`src/rtl/btt_pkg.sv`:
```
package btt_pkg;

  typedef enum logic [1:0] {
    CMD_NOP = 2'd0,
    CMD_RD  = 2'd1,
    CMD_WR  = 2'd2,
    CMD_BST = 2'd3
  } cmd_e;

  typedef enum logic [2:0] {
    ERR_NONE   = 3'd0,
    ERR_DIR    = 3'd1,
    ERR_ODD    = 3'd2,
    ERR_CCD    = 3'd3,
    ERR_BSTWIN = 3'd4,
    ERR_TURN   = 3'd5,
    ERR_CFG    = 3'd6
  } err_e;

  // burst-stop: select low, ca[1:0] high, ca[3:2] low
  function automatic logic is_stop_code(input logic sel_n, input logic [3:0] cab);
    return !sel_n && (cab == 4'b0011);
  endfunction

  // effective length in beats for a burst cut after a given cycle count
  function automatic int cut_len(input int cycles);
    return 2 * cycles;
  endfunction

endpackage

```
`src/rtl/btt_cmd_decode.sv`:
```
module btt_cmd_decode
  import btt_pkg::*;
(
  input  logic       cs_n,
  input  logic [3:0] ca,
  input  logic       cmd_rd,
  input  logic       cmd_wr,
  output cmd_e       cmd
);
  always_comb begin
    if (cs_n)                  cmd = CMD_NOP;
    else if (is_stop_code(cs_n, ca)) cmd = CMD_BST;
    else if (cmd_wr)           cmd = CMD_WR;
    else if (cmd_rd)           cmd = CMD_RD;
    else                       cmd = CMD_NOP;
  end
endmodule

```
`src/rtl/btt_burst_state.sv`:
```
module btt_burst_state
  import btt_pkg::*;
#(
  parameter int BL       = 8,
  parameter int LAT_W    = 4,
  parameter int TURN_GAP = 1,
  parameter int CW       = 4,
  parameter int EW       = 4
) (
  input  logic             clk,
  input  logic             rst_n,
  input  cmd_e             cmd,
  input  logic             cfg_ok,
  input  logic [LAT_W-1:0] tccd,
  output err_e             err,
  output logic             ev_start,
  output logic             ev_intr,
  output logic             ev_bst,
  output logic             ev_done,
  output logic             rep_valid,
  output logic [EW-1:0]    rep_len,
  output logic             in_burst,
  output logic             cur_wr
);
  localparam int HALF = BL / 2;
  localparam logic [CW-1:0] CNT_MAX = {CW{1'b1}};

  logic          act_q, dir_q, open_q;
  logic [CW-1:0] cnt_q, half_q;
  logic          is_rw, want_wr, legal;

  assign is_rw    = (cmd == CMD_RD) || (cmd == CMD_WR);
  assign want_wr  = (cmd == CMD_WR);
  assign in_burst = act_q && (cnt_q < half_q);
  assign cur_wr   = dir_q;

  always_comb begin
    err = ERR_NONE;
    if (cmd != CMD_NOP) begin
      if (!cfg_ok) begin
        err = ERR_CFG;
      end else if (cmd == CMD_BST) begin
        if (!in_burst) err = ERR_BSTWIN;
      end else if (in_burst) begin
        if (want_wr != dir_q)                err = ERR_DIR;
        else if (cnt_q[0])                   err = ERR_ODD;
        else if (int'(cnt_q) < int'(tccd))   err = ERR_CCD;
      end else if (act_q && (want_wr != dir_q) &&
                   (int'(cnt_q) < int'(half_q) + TURN_GAP)) begin
        err = ERR_TURN;
      end
    end
  end

  assign legal    = (cmd != CMD_NOP) && (err == ERR_NONE);
  assign ev_start = legal && is_rw;
  assign ev_intr  = ev_start && in_burst;
  assign ev_bst   = legal && (cmd == CMD_BST);
  assign ev_done  = act_q && open_q && (cnt_q == half_q);

  always_comb begin
    rep_valid = ev_intr || ev_bst || ev_done;
    if (ev_intr || ev_bst) rep_len = EW'(cut_len(int'(cnt_q)));
    else if (ev_done)      rep_len = EW'(BL);
    else                   rep_len = '0;
  end

  always_ff @(posedge clk) begin
    if (!rst_n) begin
      act_q  <= 1'b0;
      dir_q  <= 1'b0;
      open_q <= 1'b0;
      cnt_q  <= '0;
      half_q <= '0;
    end else if (ev_start) begin
      act_q  <= 1'b1;
      dir_q  <= want_wr;
      open_q <= 1'b1;
      cnt_q  <= CW'(1);
      half_q <= CW'(HALF);
    end else begin
      if (act_q && cnt_q != CNT_MAX) cnt_q <= cnt_q + 1'b1;
      if (ev_bst) begin
        half_q <= cnt_q;
        open_q <= 1'b0;
      end else if (ev_done) begin
        open_q <= 1'b0;
      end
    end
  end
endmodule

```
`src/rtl/btt_stop_timer.sv`:
```
module btt_stop_timer #(
  parameter int LAT_W   = 4,
  parameter int RD_SKEW = 1
) (
  input  logic             clk,
  input  logic             rst_n,
  input  logic             load,
  input  logic             is_wr,
  input  logic [LAT_W-1:0] wl,
  input  logic [LAT_W-1:0] rl,
  output logic             stop
);
  localparam int TW = LAT_W + 2;
  logic [TW-1:0] left_q;
  logic [TW-1:0] load_val;

  assign load_val = is_wr ? TW'(wl) : (TW'(rl) + TW'(RD_SKEW));

  always_ff @(posedge clk) begin
    if (!rst_n) begin
      left_q <= '0;
      stop   <= 1'b0;
    end else begin
      stop <= (left_q == TW'(1));
      if (load)              left_q <= load_val;
      else if (left_q != '0) left_q <= left_q - 1'b1;
    end
  end
endmodule

```
`src/rtl/burst_trunc_tracker.sv`:
```
module burst_trunc_tracker
  import btt_pkg::*;
#(
  parameter int BL       = 8,
  parameter int LAT_W    = 4,
  parameter int RD_SKEW  = 1,
  parameter int TURN_GAP = 1,
  parameter int EW       = $clog2(BL) + 1
) (
  input  logic             clk,
  input  logic             rst_n,
  input  logic             cs_n,
  input  logic [3:0]       ca,
  input  logic             cmd_rd,
  input  logic             cmd_wr,
  input  logic [LAT_W-1:0] wl,
  input  logic [LAT_W-1:0] rl,
  input  logic [LAT_W-1:0] tccd,
  output logic             viol,
  output logic [2:0]       viol_code,
  output logic             ebl_valid,
  output logic [EW-1:0]    ebl,
  output logic             burst_active,
  output logic             data_stop
);
  localparam int CW = $clog2(BL / 2 + TURN_GAP + 1) + 1;

  cmd_e          cmd;
  err_e          err;
  logic          cfg_ok;
  logic          ev_start, ev_intr, ev_bst, ev_done;
  logic          rep_valid;
  logic [EW-1:0] rep_len;
  logic          in_burst, cur_wr;

  assign cfg_ok = (wl != '0) && (rl != '0) && (tccd != '0);

  btt_cmd_decode u_dec (
    .cs_n(cs_n), .ca(ca), .cmd_rd(cmd_rd), .cmd_wr(cmd_wr), .cmd(cmd)
  );

  btt_burst_state #(
    .BL(BL), .LAT_W(LAT_W), .TURN_GAP(TURN_GAP), .CW(CW), .EW(EW)
  ) u_state (
    .clk(clk), .rst_n(rst_n), .cmd(cmd), .cfg_ok(cfg_ok), .tccd(tccd),
    .err(err), .ev_start(ev_start), .ev_intr(ev_intr), .ev_bst(ev_bst),
    .ev_done(ev_done), .rep_valid(rep_valid), .rep_len(rep_len),
    .in_burst(in_burst), .cur_wr(cur_wr)
  );

  btt_stop_timer #(.LAT_W(LAT_W), .RD_SKEW(RD_SKEW)) u_stop (
    .clk(clk), .rst_n(rst_n), .load(ev_bst), .is_wr(cur_wr),
    .wl(wl), .rl(rl), .stop(data_stop)
  );

  assign burst_active = in_burst;

  always_ff @(posedge clk) begin
    if (!rst_n) begin
      viol      <= 1'b0;
      viol_code <= 3'd0;
      ebl_valid <= 1'b0;
      ebl       <= '0;
    end else begin
      viol      <= (err != ERR_NONE);
      viol_code <= err;
      ebl_valid <= rep_valid;
      ebl       <= rep_len;
    end
  end
endmodule

```
`config.mk`:
```
export PLATFORM = sky130hd
export DESIGN_NAME = burst_trunc_tracker
export DESIGN_NICKNAME = d
export VERILOG_FILES = /design/src/rtl/btt_pkg.sv /design/src/rtl/btt_cmd_decode.sv /design/src/rtl/btt_burst_state.sv /design/src/rtl/btt_stop_timer.sv /design/src/rtl/burst_trunc_tracker.sv
export SDC_FILE = /design/constraint.sdc
export NUM_CORES = 1
export LEC_CHECK = 0
export ABC_AREA = 1
export BUFFER_PORTS_ARGS = -buffer_cell sky130_fd_sc_hd__buf_2
export CAP_MARGIN = 20
export CORE_MARGIN = 4
export CORE_UTILIZATION = 60
export CTS_CLUSTER_DIAMETER = 60
export DETAILED_ROUTE_END_ITERATION = 16
export PLACE_DENSITY = 0.85
export SLEW_MARGIN = 20
export SYNTH_ARGS = -nofsm -noshare
export SYNTH_HDL_FRONTEND = slang
export SYNTH_SLANG_ARGS = --single-unit
```
`constraint.sdc`:
```
create_clock -name clk -period 4.1 [get_ports clk]
set_input_delay 0.82 -clock clk [delete_from_list [all_inputs] [get_ports clk]]
set_output_delay 0.82 -clock clk [all_outputs]
set_load 0.01 [all_outputs]
```
Word-level counts from Yosys, hierarchy flattened

Cells that the tools add are included.

Word-level logic and storage cells: 85
Input port bits: 21
Register bits after elaboration: 27
Output and inout bits: 11

Bitwise gates (word level): 1
Multiplexer cells: 25
Add/sub/neg operators: 4
Reduce and logical (&&, ||, !) cells: 30
Magnitude comparators: 3
Eq/ne operators: 8

Operators by type and width:

| operator              | count |
|---|---|
| $mux W3               | 10 |
| $mux W6               | 3 |
| $logic_and A1 B1 Y1   | 13 |
| $reduce_bool A4 Y1    | 3 |
| $add A4 B1 Y5 const B | 2 |
| $lt A4 B4 Y1          | 2 |
| $mux W2               | 4 |
| $mux W4               | 2 |
| $reduce_bool A2 Y1    | 4 |
| $eq A6 B1 Y1 const B  | 1 |
| $mux W1               | 6 |
| $reduce_bool A3 Y1    | 2 |
| $reduce_bool A6 Y1    | 1 |
| $sub A6 B1 Y6 const B | 1 |
| $lt A4 B5 Y1          | 1 |
| $add A4 B1 Y4 const B | 1 |
| $eq A2 B2 Y1 const B  | 2 |
| $eq A4 B2 Y1 const B  | 1 |
| $eq A4 B4 Y1          | 1 |
| $ne A4 B4 Y1 const B  | 1 |
| $reduce_or A2 Y1      | 2 |
| $logic_not A3 Y1      | 1 |
| $logic_or A1 B1 Y1    | 3 |
| $eq A2 B1 Y1 const B  | 1 |
| other kinds (3)       | 3 |

Depth between registers and ports, before layout

Gate-level depths: netlist of the first run.

Depth after elaboration: 19
Mapped depth: 21

Hierarchy

A second synthesis of the first run with hierarchy kept.

Cell total of the unflattened synthesis: 298
Area total of the unflattened synthesis: 1981.9 µm²

By module, submodules not included:

| module              | times used | seq. area each (µm²) | cells an instance | area an instance (µm²) |
|---|---|---|---|---|
| btt_burst_state     | 1          | 220.2                | 163               | 1081.0 |
| btt_stop_timer      | 1          | 140.1                | 87                | 549.3 |
| burst_trunc_tracker | 1          | 180.2                | 38                | 312.8 |
| btt_cmd_decode      | 1          | 0.0                  | 10                | 38.8 |

Worst setup path before layout of the first run

No wires, ideal clock.

Path kind: input -> register
From: in ca[3]
To: reg ebl[3]
Path slack: 1.491 ns
Stages on the path: 18
Setup time: 0.115 ns
Arrival time: 2.494 ns
Path through: nor3_1 -> nand3_1 -> inv_1 -> a31oi_1 -> ha_1 -> inv_1 -> nand2_1 -> nand2_1 -> nand3_1 -> clkinv_1 -> nand2_1 -> nand3_1 -> nand2_2 -> nor2_4 -> nand3_2 -> buf_6 -> a21oi_1 -> nor2_1

Longest elaborated chain between the ends: 19

Ends and longest elaborated chain:

| element                          | line                                         | RTL |
|---|---|---|
| start, declared                  | burst_trunc_tracker.sv:13                    | `input logic [3:0] ca,` |
| $eq A4 B2 Y1 (*)                 | btt_pkg.sv:22                                | `return !sel_n && (cab == 4'b0011);` |
| $logic_and A1 B1 Y1 (*)          | btt_pkg.sv:22                                |  |
| $mux W2 (*)                      | btt_cmd_decode.sv:12                         | `else if (is_stop_code(cs_n, ca)) cmd = CMD_BST;` |
| $mux W2 (*)                      | btt_cmd_decode.sv:11                         | `if (cs_n) cmd = CMD_NOP;` |
| $eq A2 B2 Y1 (*)                 | btt_burst_state.sv:33                        | `assign want_wr = (cmd == CMD_WR);` |
| via u_state.want_wr              | btt_burst_state.sv:30                        | `logic is_rw, want_wr, legal;` |
| $ne A1 B1 Y1                     | btt_burst_state.sv:45, btt_burst_state.sv:48 |  |
| $logic_and A1 B1 Y1 (2 in a row) | btt_burst_state.sv:48                        | `end else if (act_q && (want_wr != dir_q) &&` |
| [3 not listed]                   | -                                            |  |
| $mux W3                          | btt_burst_state.sv:40                        | `if (!cfg_ok) begin` |
| $mux W3                          | btt_burst_state.sv:39                        | `if (cmd != CMD_NOP) begin` |
| $logic_not A3 Y1                 | btt_burst_state.sv:55                        | `assign legal = (cmd != CMD_NOP) && (err == ERR_NONE);` |
| $logic_and A1 B1 Y1              | btt_burst_state.sv:55                        |  |
| $logic_and A1 B1 Y1              | btt_burst_state.sv:56                        | `assign ev_start = legal && is_rw;` |
| $logic_and A1 B1 Y1              | btt_burst_state.sv:57                        | `assign ev_intr = ev_start && in_burst;` |
| $logic_or A1 B1 Y1 (*)           | btt_burst_state.sv:63                        | `if (ev_intr \|\| ev_bst) rep_len = EW'(cut_len(int'(cnt_q)));` |
| $mux W4 (*)                      | btt_burst_state.sv:63                        |  |
| end signal, assigned             | burst_trunc_tracker.sv:68                    | `ebl <= rep_len;` |
| end, declared                    | burst_trunc_tracker.sv:22                    | `output logic [EW-1:0] ebl,` |

The timed path passes the listed nets; every way through them passes the cells marked *.
A chain may end at the register's enable or synchronous reset.

Worst setup path in the final report of the first run

From: in ca[3]
To: reg u_stop.left_q[3]

Longest elaborated chain between the ends: 17

Ends and longest elaborated chain:

| element                                              | line                                         | RTL |
|---|---|---|
| $eq A4 B2 Y1 (*)                                     | btt_pkg.sv:22                                |  |
| $logic_and A1 B1 Y1 (*)                              | btt_pkg.sv:22                                |  |
| $mux W2 (*)                                          | btt_cmd_decode.sv:12                         |  |
| $mux W2 (*)                                          | btt_cmd_decode.sv:11                         |  |
| $eq A2 B2 Y1 (*)                                     | btt_burst_state.sv:33                        |  |
| via u_state.want_wr                                  | btt_burst_state.sv:30                        |  |
| $ne A1 B1 Y1 (*)                                     | btt_burst_state.sv:45, btt_burst_state.sv:48 |  |
| $logic_and A1 B1 Y1 (2 in a row)                     | btt_burst_state.sv:48                        |  |
| $mux W3                                              | btt_burst_state.sv:48                        |  |
| $mux W3 (*)                                          | btt_burst_state.sv:44                        | `end else if (in_burst) begin` |
| $mux W3 (*)                                          | btt_burst_state.sv:42                        | `end else if (cmd == CMD_BST) begin` |
| $mux W3 (*)                                          | btt_burst_state.sv:40                        |  |
| $mux W3 (*)                                          | btt_burst_state.sv:39                        |  |
| $logic_not A3 Y1 (*)                                 | btt_burst_state.sv:55                        |  |
| $logic_and A1 B1 Y1 (*)                              | btt_burst_state.sv:55                        |  |
| $logic_and A1 B1 Y1 (*)                              | btt_burst_state.sv:58                        | `assign ev_bst = legal && (cmd == CMD_BST);` |
| $mux W6 / $reduce_bool A2 Y1 (equally long branches) | -                                            |  |
| end signal, assigned                                 | btt_stop_timer.sv:25                         | `if (load) left_q <= load_val;` |
| end signal, assigned                                 | btt_stop_timer.sv:26                         | `else if (left_q != '0) left_q <= left_q - 1'b1;` |
| end, declared                                        | btt_stop_timer.sv:14                         | `logic [TW-1:0] left_q;` |

Marks and branches as above.

==> flow_summary.ini, run 1 <==
[detailed_routing]
via_per_inst = 5.331
drt_wl_total_um = 3825
dr.pass1.iters = 4
drt_iter0_drc = 99
drc = 0
vias = 1690
ant_nets = 0
wire_per_inst_um = 12.07

[placement]
place.gp.congestion = 0.8469
place_hpwl_um = 3033
port_buffers = 30
post-place-ws_ns = 1.030

[cts]
cts_tree = yes
cts_buffers = 3
cts_root_buf = clkbuf_4
htree_levels = 1
ctsResizeCount = 0
ctsHoldBuffers = 0
post_cts_buffers = 0
clk-insertion-delay-late_ns = 0.32
clk_pin_slew_ns = 0.14
cts_buffer_depth = 2
cts_sinks = 26

[worst_setup_path]
start_kind = input pin
cp.required_ns = 4.37
arrival_ns = 3.06
path_depth = 19
worstSetupEndpoint = u_stop.left_q[3]
r2r_slack_ns = 1.53
timing.rr.start = u_state.half_q[0]
max_stage_delay_ns = 0.27
rr_worst_depth = 15
endpoint_kind = flip-flop
cp_max_fo = 13
path_common_cell = nand2_1
crit_family = simple AND/OR/NAND/NOR gates
cp.buffers_inverters = 4
crit_type = in2reg
cp-startpoint = ca[3]
r2r_end = u_stop.left_q[3]
path_cells = buf_2 -> nor3_1 -> nand3_1 -> inv_1 -> a31oi_1 -> ha_1 -> inv_1 -> nand2_1 -> nand2_1 -> nand3_1 -> clkinv_1 -> nand2_1 -> nand3_1 -> nand2_2 -> nor2_4 -> nand3_2 -> nand2_1 -> nand2_1 -> a21oi_1
slowest_stage = nand3_2

[die]
fp.coreArea_sq_mm = 0.002781
die-area_sq_mm = 0.003860
ios = 32
dieWidth_um = 62.13
num_rows = 19
die_h_um = 62.13
start_util = 0.6320

[yosys]
synth-async-reset-ratio = 0
synth-seq-cells = 26
synthesis.area_sq_mm = 0.001758
yosys.area.top_type = dfxtp_1
synth-edff-count = 0
ys_warn_count = 0
synth_top_cells_by_count = nand2_1, inv_1, dfxtp_1, nor2_1, ha_1
yosysUniqueCellTypes = 27
synth_most_common_cell = nand2_1
synth_area_leaders = dfxtp_1, ha_1, nand2_1, inv_1, nor2_1
syn_inst = 256
syn_avg_cell_area_sq_um = 6.867
synth_top_area_frac = 0.2961
synth-main-ff-cell = dfxtp_1
syn-num-nets = 297
yosysSeqAreaShare = 0.2961

[layout]
area_delta_synth_final_pct = 11.82
antenna_cells = 0
drive_gt1_frac = 0.1608
fin_nets = 328

[sta]
finalMaxSlewViolations = 0
holdWs_ns = 0.4973
period_needed_ns = 2.797
final.setup_skew_ns = 0.0008101
period_share = 0.6821
setup_violations = 0
finalHoldViolCount = 0
rsz0062_at_grt = no
fin_ws_ns = 1.303
setup_tns_ns = 0
fmax_ghz = 0.3576

[hold_path]
min_path_type = reg2reg
whs_path_depth = 2

[pwr]
p_total_mw = 0.7821
leakagePower_nw = 1.067
ir_worst_vdd_uv = 496.5
cellPowerDensity_mw_per_mm2 = 397.9

[global_routing]
grt_first_pass_wirelength_um = 6734
grt_pass1_vias = 1580
grt_max_degree = 16
antenna_found_initial = 0
overflow = 0
grt_use_total = 0.2055

[run_status]
status = completed

[job]
drv_cap = 0
## sequential cells by signal, indices dropped and copies added, names as in the netlist
signal and cells:
ebl_valid 1, u_state.half_q 4, u_state.act_q 1, viol 1, viol_code 3, u_state.cur_wr 1
ebl 3, u_stop.stop 1, u_state.open_q 1, u_stop.left_q 6, u_state.cnt_q 4
## routing by layer
layer / share of wire / GRT usage / vias to the layer above
met5: 0 / 0 / -
met1: 0.41 / 0.2370 / 768
li1: - / - / 865
met3: 0.050 / 0.03423 / 10
met4: 0.020 / 0.06504 / 0
met2: 0.52 / 0.3782 / 47
## how the worst min path moves through the flow
stage / from / end
after global placement: u_state.open_q / u_state.open_q
after floorplan: u_state.open_q / u_state.open_q
after CTS: u_state.open_q / u_state.open_q
after global routing: u_state.open_q / u_state.open_q
final: u_state.open_q / u_state.open_q
after detailed placement: u_state.open_q / u_state.open_q
## area by class of cell
class | count | area [sq um]
clock buffers | 3 | 22.52
clock inverters | 1 | 30.03
fillers | 242 | 815.8
inverters | 46 | 172.7
multi-input cells | 180 | 1031
flip-flops and latches | 26 | 520.5
well taps | 31 | 38.79
repair buffers | 30 | 150.1
## worst min-delay path, stage by stage, from the launching register on
cell,delay (ns)
dfxtp_1,0.34
nand3_1,0.07
a21oi_1,0.06
## where the power goes
group / internal, mW / total (mW) / switching [mW]
Combinational: 0.119 / 0.283 / 0.164
Sequential: 0.290 / 0.323 / 0.0328
Clock: 0.0989 / 0.176 / 0.0772
## per-stage QoR
stage	instances	instance area [sq um]	utilization
floorplan	256	1758	-
global placement	313	1913	0.6878
detailed placement	313	1913	0.6878
CTS	317	1966	0.7067
global route	317	1966	0.7067
finish	317	1966	0.7067
## placed cells by master (no fill, tap or decap), types with 3 or more instances in the layout
cell / count
ha_1: 20
nor3_1: 5
nand2_1: 57
nand4_1: 3
xnor2_1: 4
inv_1: 43
nand2_2: 4
a21oi_1: 13
o21ai_0: 12
xor2_1: 6
dfxtp_1: 26
nand3_2: 3
nand3_1: 18
buf_2: 30
clkbuf_4: 3
nor2_1: 25
## cells by family after synthesis
logic type / synth area share
muxes: 0.005694
adders and majority gates: 0.1423
other: 0.002133
and+or+nand+nor: 0.3039
xor gates and xnor gates: 0.04982
DFF: 0.2961
buffers and inverters: 0.1174
AOI/OAI and AO/OA: 0.08256
Power figures use the tool's default switching activity.
==> run 2, diff against run 1 <==
- ABC_AREA: 1 -> 0
- CORE_UTILIZATION: 60 -> 50
- PLACE_DENSITY: 0.85 -> 0.76
- clock period: 4.1 -> 2.55 ns (I/O delays scaled with it)
==> flow_summary.ini, run 2 <==
[cts]
cts_tree = yes
cts_root_buf = clkbuf_4
cts_buffer_depth = 2
cts_sinks = 26
cts_buffers = 3
htree_levels = 1
clk-insertion-delay-late_ns = 0.32
clk_pin_slew_ns = 0.14

[layout]
top_register = u_stop.left_q
area_delta_synth_final_pct = 22.13
finalCoreUtilization = 0.6333
design_area_sq_mm = 0.002113
largest_reg_flops = 6
drive_gt1_frac = 0.2615
layout_commonest_cell = buf_2
final_cell_mix = buf_2, nand2_1, dfxtp_1
fin_nets = 302
reg_top3 = u_stop.left_q x6, u_state.cnt_q x4, u_state.half_q x4
antenna_cells = 0

[run_status]
status = completed

[yosys]
yosysUniqueCellTypes = 47
synth_top_cells_by_count = dfxtp_1, nand2_1, ha_1, inv_1, nor2_1
yosys.area.top_type = dfxtp_1
yosysSeqAreaShare = 0.3008
synth_area_leaders = dfxtp_1, ha_1, nand2_1, inv_1, nor2_1
synth_top_area_frac = 0.3008
synth-main-ff-cell = dfxtp_1
syn-num-nets = 255
ys_warn_count = 0
synth-seq-cells = 26
syn_inst = 214
synthesis.area_sq_mm = 0.001730
syn_avg_cell_area_sq_um = 8.086
synth-edff-count = 0
synth-async-reset-ratio = 0
synth_most_common_cell = dfxtp_1

[sta]
worstMarginPinSlew_ns = 0.5185
period_share = 0.9635
setup_violations = 0
final.setup_skew_ns = 0.007244
timing.slew.headroom = 0.6516
finalHoldViolCount = 0
period_needed_ns = 2.457
fmax_ghz = 0.4070
finalMaxSlewViolations = 0

[die]
fp.coreArea_sq_mm = 0.003337
num_rows = 21
start_util = 0.5186
dieWidth_um = 66.83
die-area_sq_mm = 0.004466
die_h_um = 66.83
ios = 32

[worst_setup_path]
r2r_slack_ns = 0.10
timing.rr.start = u_state.half_q[0]
start_kind = input pin
rr_worst_depth = 9
cp-startpoint = ca[3]
arrival_ns = 2.69
endpoint_kind = flip-flop
r2r_end = u_state.cur_wr
crit_type = in2reg
cp_max_fo = 6
cp.required_ns = 2.78

[pwr]
cellPowerDensity_mw_per_mm2 = 541.5
leakagePower_nw = 0.9349
ir_worst_vdd_uv = 255.3

[global_routing]
overflow = 0
antenna_found_initial = 0
grt_first_pass_wirelength_um = 6189
grt_use_total = 0.1794
grt_max_degree = 15
grt_pass1_vias = 1449

[placement]
place.gp.congestion = 0.8631
place_hpwl_um = 3155
postPlaceCellArea_sq_mm = 0.002018
port_buffers = 30

[detailed_routing]
vias = 1612
ant_nets = 0
drt_iter0_drc = 81
via_per_inst = 5.268
drt_wl_total_um = 3958
dr.pass1.iters = 5
wire_per_inst_um = 12.93
drc = 0

[hold_path]
hp-start = u_state.half_q[3]
whs_path_depth = 2
min_path_type = reg2reg
hold-path-endpoint = u_state.half_q[3]

[job]
drv_cap = 0
## run 2: routing by layer
layer / GRT usage / up-vias / wire [um]
met5: 0 / - / 0
met4: 0.07360 / 0 / 59
met3: 0.02361 / 6 / 212
met2: 0.2809 / 45 / 1847
met1: 0.2461 / 720 / 1838
li1: - / 841 / -
## run 2: cells by family after synthesis
group           Yosys count  synth area share
mux                       3           0.01735
xor+xnor                 10           0.05496
compound gates           39            0.1533
buf+inv                  25           0.06218
other cells               1          0.002167
fa+ha+maj                20            0.1446
simple gates             90            0.2646
flops                    26            0.3008
## run 2: metrics by stage
| stage | std cells | TNS, ns | hold WS (ns) | total power [mW] | worst slack (ns) |
|---|---|---|---|---|---|
| CTS | 304 | 0 | 0.4885 | 1.140 | 0.01864 |
| detailed placement | 300 | -3.675 | 0.4707 | 0.9310 | -0.3197 |
| global route | 306 | -0.03658 | 0.5083 | 1.225 | -0.02434 |
| global placement | 300 | -2.398 | 0.4593 | 0.9207 | -0.2375 |
| finish | 306 | 0 | 0.4902 | 1.144 | 0.09304 |
| floorplan | 214 | 0 | 0.4451 | 0.8150 | 0.03281 |
## run 2: power by group
part	switching [mW]	leakage [nW]	internal [mW]
Clock	0.123	0.0210	0.0873
Combinational	0.228	0.700	0.208
Sequential	0.0413	0.214	0.456
Total	0.393	0.935	0.752
## run 2: what timing repair did
item,CTS,global route
setup endpoints to repair,1,16
gates cloned,0,0
resized for setup,1,12
setup buffers,0,2
pin swaps,0,3
hold endpoints to repair,0,0
hold buffers,0,0
## run 2: layout make-up
| cell class | instances | area, sq um |
|---|---|---|
| Multi-Input combinational cell | 163 | 1137 |
| Sequential cell | 26 | 529.3 |
| Clock buffer | 4 | 36.28 |
| Tap cell | 46 | 57.56 |
| Timing Repair Buffer | 47 | 277.8 |
| Fill cell | 309 | 1224 |
| Inverter | 20 | 75.07 |
## run 2: how the worst max path moves through the flow
stage	slack, ns	end
3_5_place_dp	-0.32	u_state.cnt_q[2]
5_1_grt	-0.02	u_state.cur_wr
4_1_cts	0.02	u_state.cnt_q[2]
6_report	0.09	u_state.cur_wr
3_3_place_gp	-0.24	u_state.cnt_q[2]
2_1_floorplan	0.03	u_state.cur_wr
## run 2: critical path: stages
cell and delay [ns]:
buf_2 0.10, nor3_2 0.19, o21ba_2 0.17, inv_1 0.05, ha_1 0.23, xor2_2 0.17
nand3_1 0.11, o31a_1 0.26, o2bb2ai_4 0.14, or4_4 0.60, mux2i_1 0.14
==> run 3, diff against run 2 <==
- CORE_UTILIZATION: 50 -> 55
- PLACE_DENSITY: 0.76 -> 0.79
- clock period: 2.55 -> 2.3 ns (I/O delays scaled with it)
==> flow_summary.ini, run 3 (synthesized netlist as in run 2, its figures left out) <==
[layout]
fin_nets = 314
layout_commonest_cell = buf_2
final_cell_mix = buf_2, buf_4, nand2_1
antenna_cells = 0
fill_cells = 207
largest_reg_flops = 6
area_delta_synth_final_pct = 37.82
reg_top3 = u_stop.left_q x6, u_state.cnt_q x4, u_state.half_q x4
drive_gt1_frac = 0.3750
finalCoreUtilization = 0.7876
top_register = u_stop.left_q

[die]
start_util = 0.5715
ios = 32
die_h_um = 64.09
dieWidth_um = 64.09
die-area_sq_mm = 0.004108
fp.coreArea_sq_mm = 0.003028
num_rows = 20

[sta]
setup_violations = 5
finalHoldViolCount = 0
fmax_ghz = 0.4257
fin_ws_ns = -0.04903
rsz0062_at_grt = yes
period_needed_ns = 2.349
final.setup_skew_ns = 0.006174
period_share = 1.021
finalMaxSlewViolations = 0
timing.slew.headroom = 0.6624
worstMarginPinSlew_ns = 0.5025

[global_routing]
overflow = 0
grt_pass1_vias = 1639
antenna_found_initial = 0
grt_first_pass_wirelength_um = 7093
grt_max_degree = 15
grt_use_total = 0.2142

[cts]
cts_sinks = 26
cts_buffers = 3
cts_root_buf = clkbuf_4
cts_buffer_depth = 2
htree_levels = 1
clk-insertion-delay-late_ns = 0.34
clk_pin_slew_ns = 0.14
cts_tree = yes

[hold_path]
min_path_type = in2reg

[worst_setup_path]
crit_type = reg2out
arrival_ns = 1.89
cp_max_fo = 3
endpoint_kind = primary output
start_kind = flip-flop
cp.required_ns = 1.84

[pwr]
leakagePower_nw = 1.032
ir_worst_vdd_uv = 323.9
cellPowerDensity_mw_per_mm2 = 548.0

[placement]
place.gp.congestion = 0.8906
port_buffers = 30
post-place-ws_ns = -0.4274
place_hpwl_um = 3235

[detailed_routing]
drc = 0
via_per_inst = 5.563
drt_iter0_drc = 139
ant_nets = 0
dr.pass1.iters = 4
drt_wl_total_um = 4606
wire_per_inst_um = 14.58
vias = 1758

[run_status]
status = finished, violations left
violations = setup timing

[job]
drv_cap = 0
run 3: layout make-up:
| type | count | area [sq um] | share of cell area |
|---|---|---|---|
| Multi-Input combinational cell | 163 | 1311 | 0.5498 |
| Clock buffer | 4 | 36.28 | 0.01522 |
| Sequential cell | 26 | 536.8 | 0.2251 |
| Timing Repair Buffer | 59 | 367.9 | 0.1542 |
| Inverter | 20 | 77.57 | 0.03253 |
| Tap cell | 44 | 55.05 | 0.02308 |
run 3: worst paths after layout:
path	startpoint	to	slack (ns)	depth (start not counted)
worst max register to register	u_state.half_q[1]	u_state.cur_wr	-0.04	9
worst min-delay path	rl[3]	u_stop.left_q[4]	0.42	3
worst max-delay path	u_state.half_q[1]	burst_active	-0.05	9
worst min register to register	u_stop.left_q[5]	u_stop.stop	0.52	1
run 3: stage by stage:
stage / hold WS, ns / instance area, sq um / setup TNS [ns] / instances / total power [mW]
floorplan: 0.4451 / 1782 / -0.1618 / 214 / 0.9109
global placement: 0.4649 / 2150 / -3.678 / 309 / 1.022
detailed placement: 0.4789 / 2150 / -6.076 / 309 / 1.031
CTS: 0.4190 / 2250 / -0.01851 / 315 / 1.279
global route: 0.4486 / 2385 / -0.9575 / 316 / 1.395
finish: 0.4247 / 2385 / -0.1287 / 316 / 1.307
run 3: repair_timing:
action / in CTS / in global routing
hold endpoints to repair: 0 / 0
hold buffers: 0 / 0
resized for setup: 17 / 25
endpoints found under the setup margin: 12 / 19
buffers inserted: 2 / 1
pin swaps: 6 / 12
run 3: critical path, stage by stage (launching register included):
cell and delay (ns):
dfxtp_4 0.40, buf_4 0.12, inv_2 0.04, ha_4 0.27, nand2b_4 0.06, a21oi_4 0.18
or2_4 0.18, inv_4 0.04, buf_4 0.12, buf_2 0.13
run 3: power breakdown:
part           leakage [nW]  switching (mW)  internal, mW
logic                 0.796           0.266         0.250
clock network        0.0210           0.142        0.0973
registers             0.215          0.0491         0.503
run 3: routing by layer:
metal  vias to the layer above  part of all wire  global-route usage  routed length [um]
met5                         -                 0                   0                   0
met4                         0             0.017             0.08971                  77
met3                         7             0.077             0.02460                 356
met2                        75              0.47              0.3652                2150
met1                       816              0.44              0.2726                2022
li1                        860                 -                   -                   -
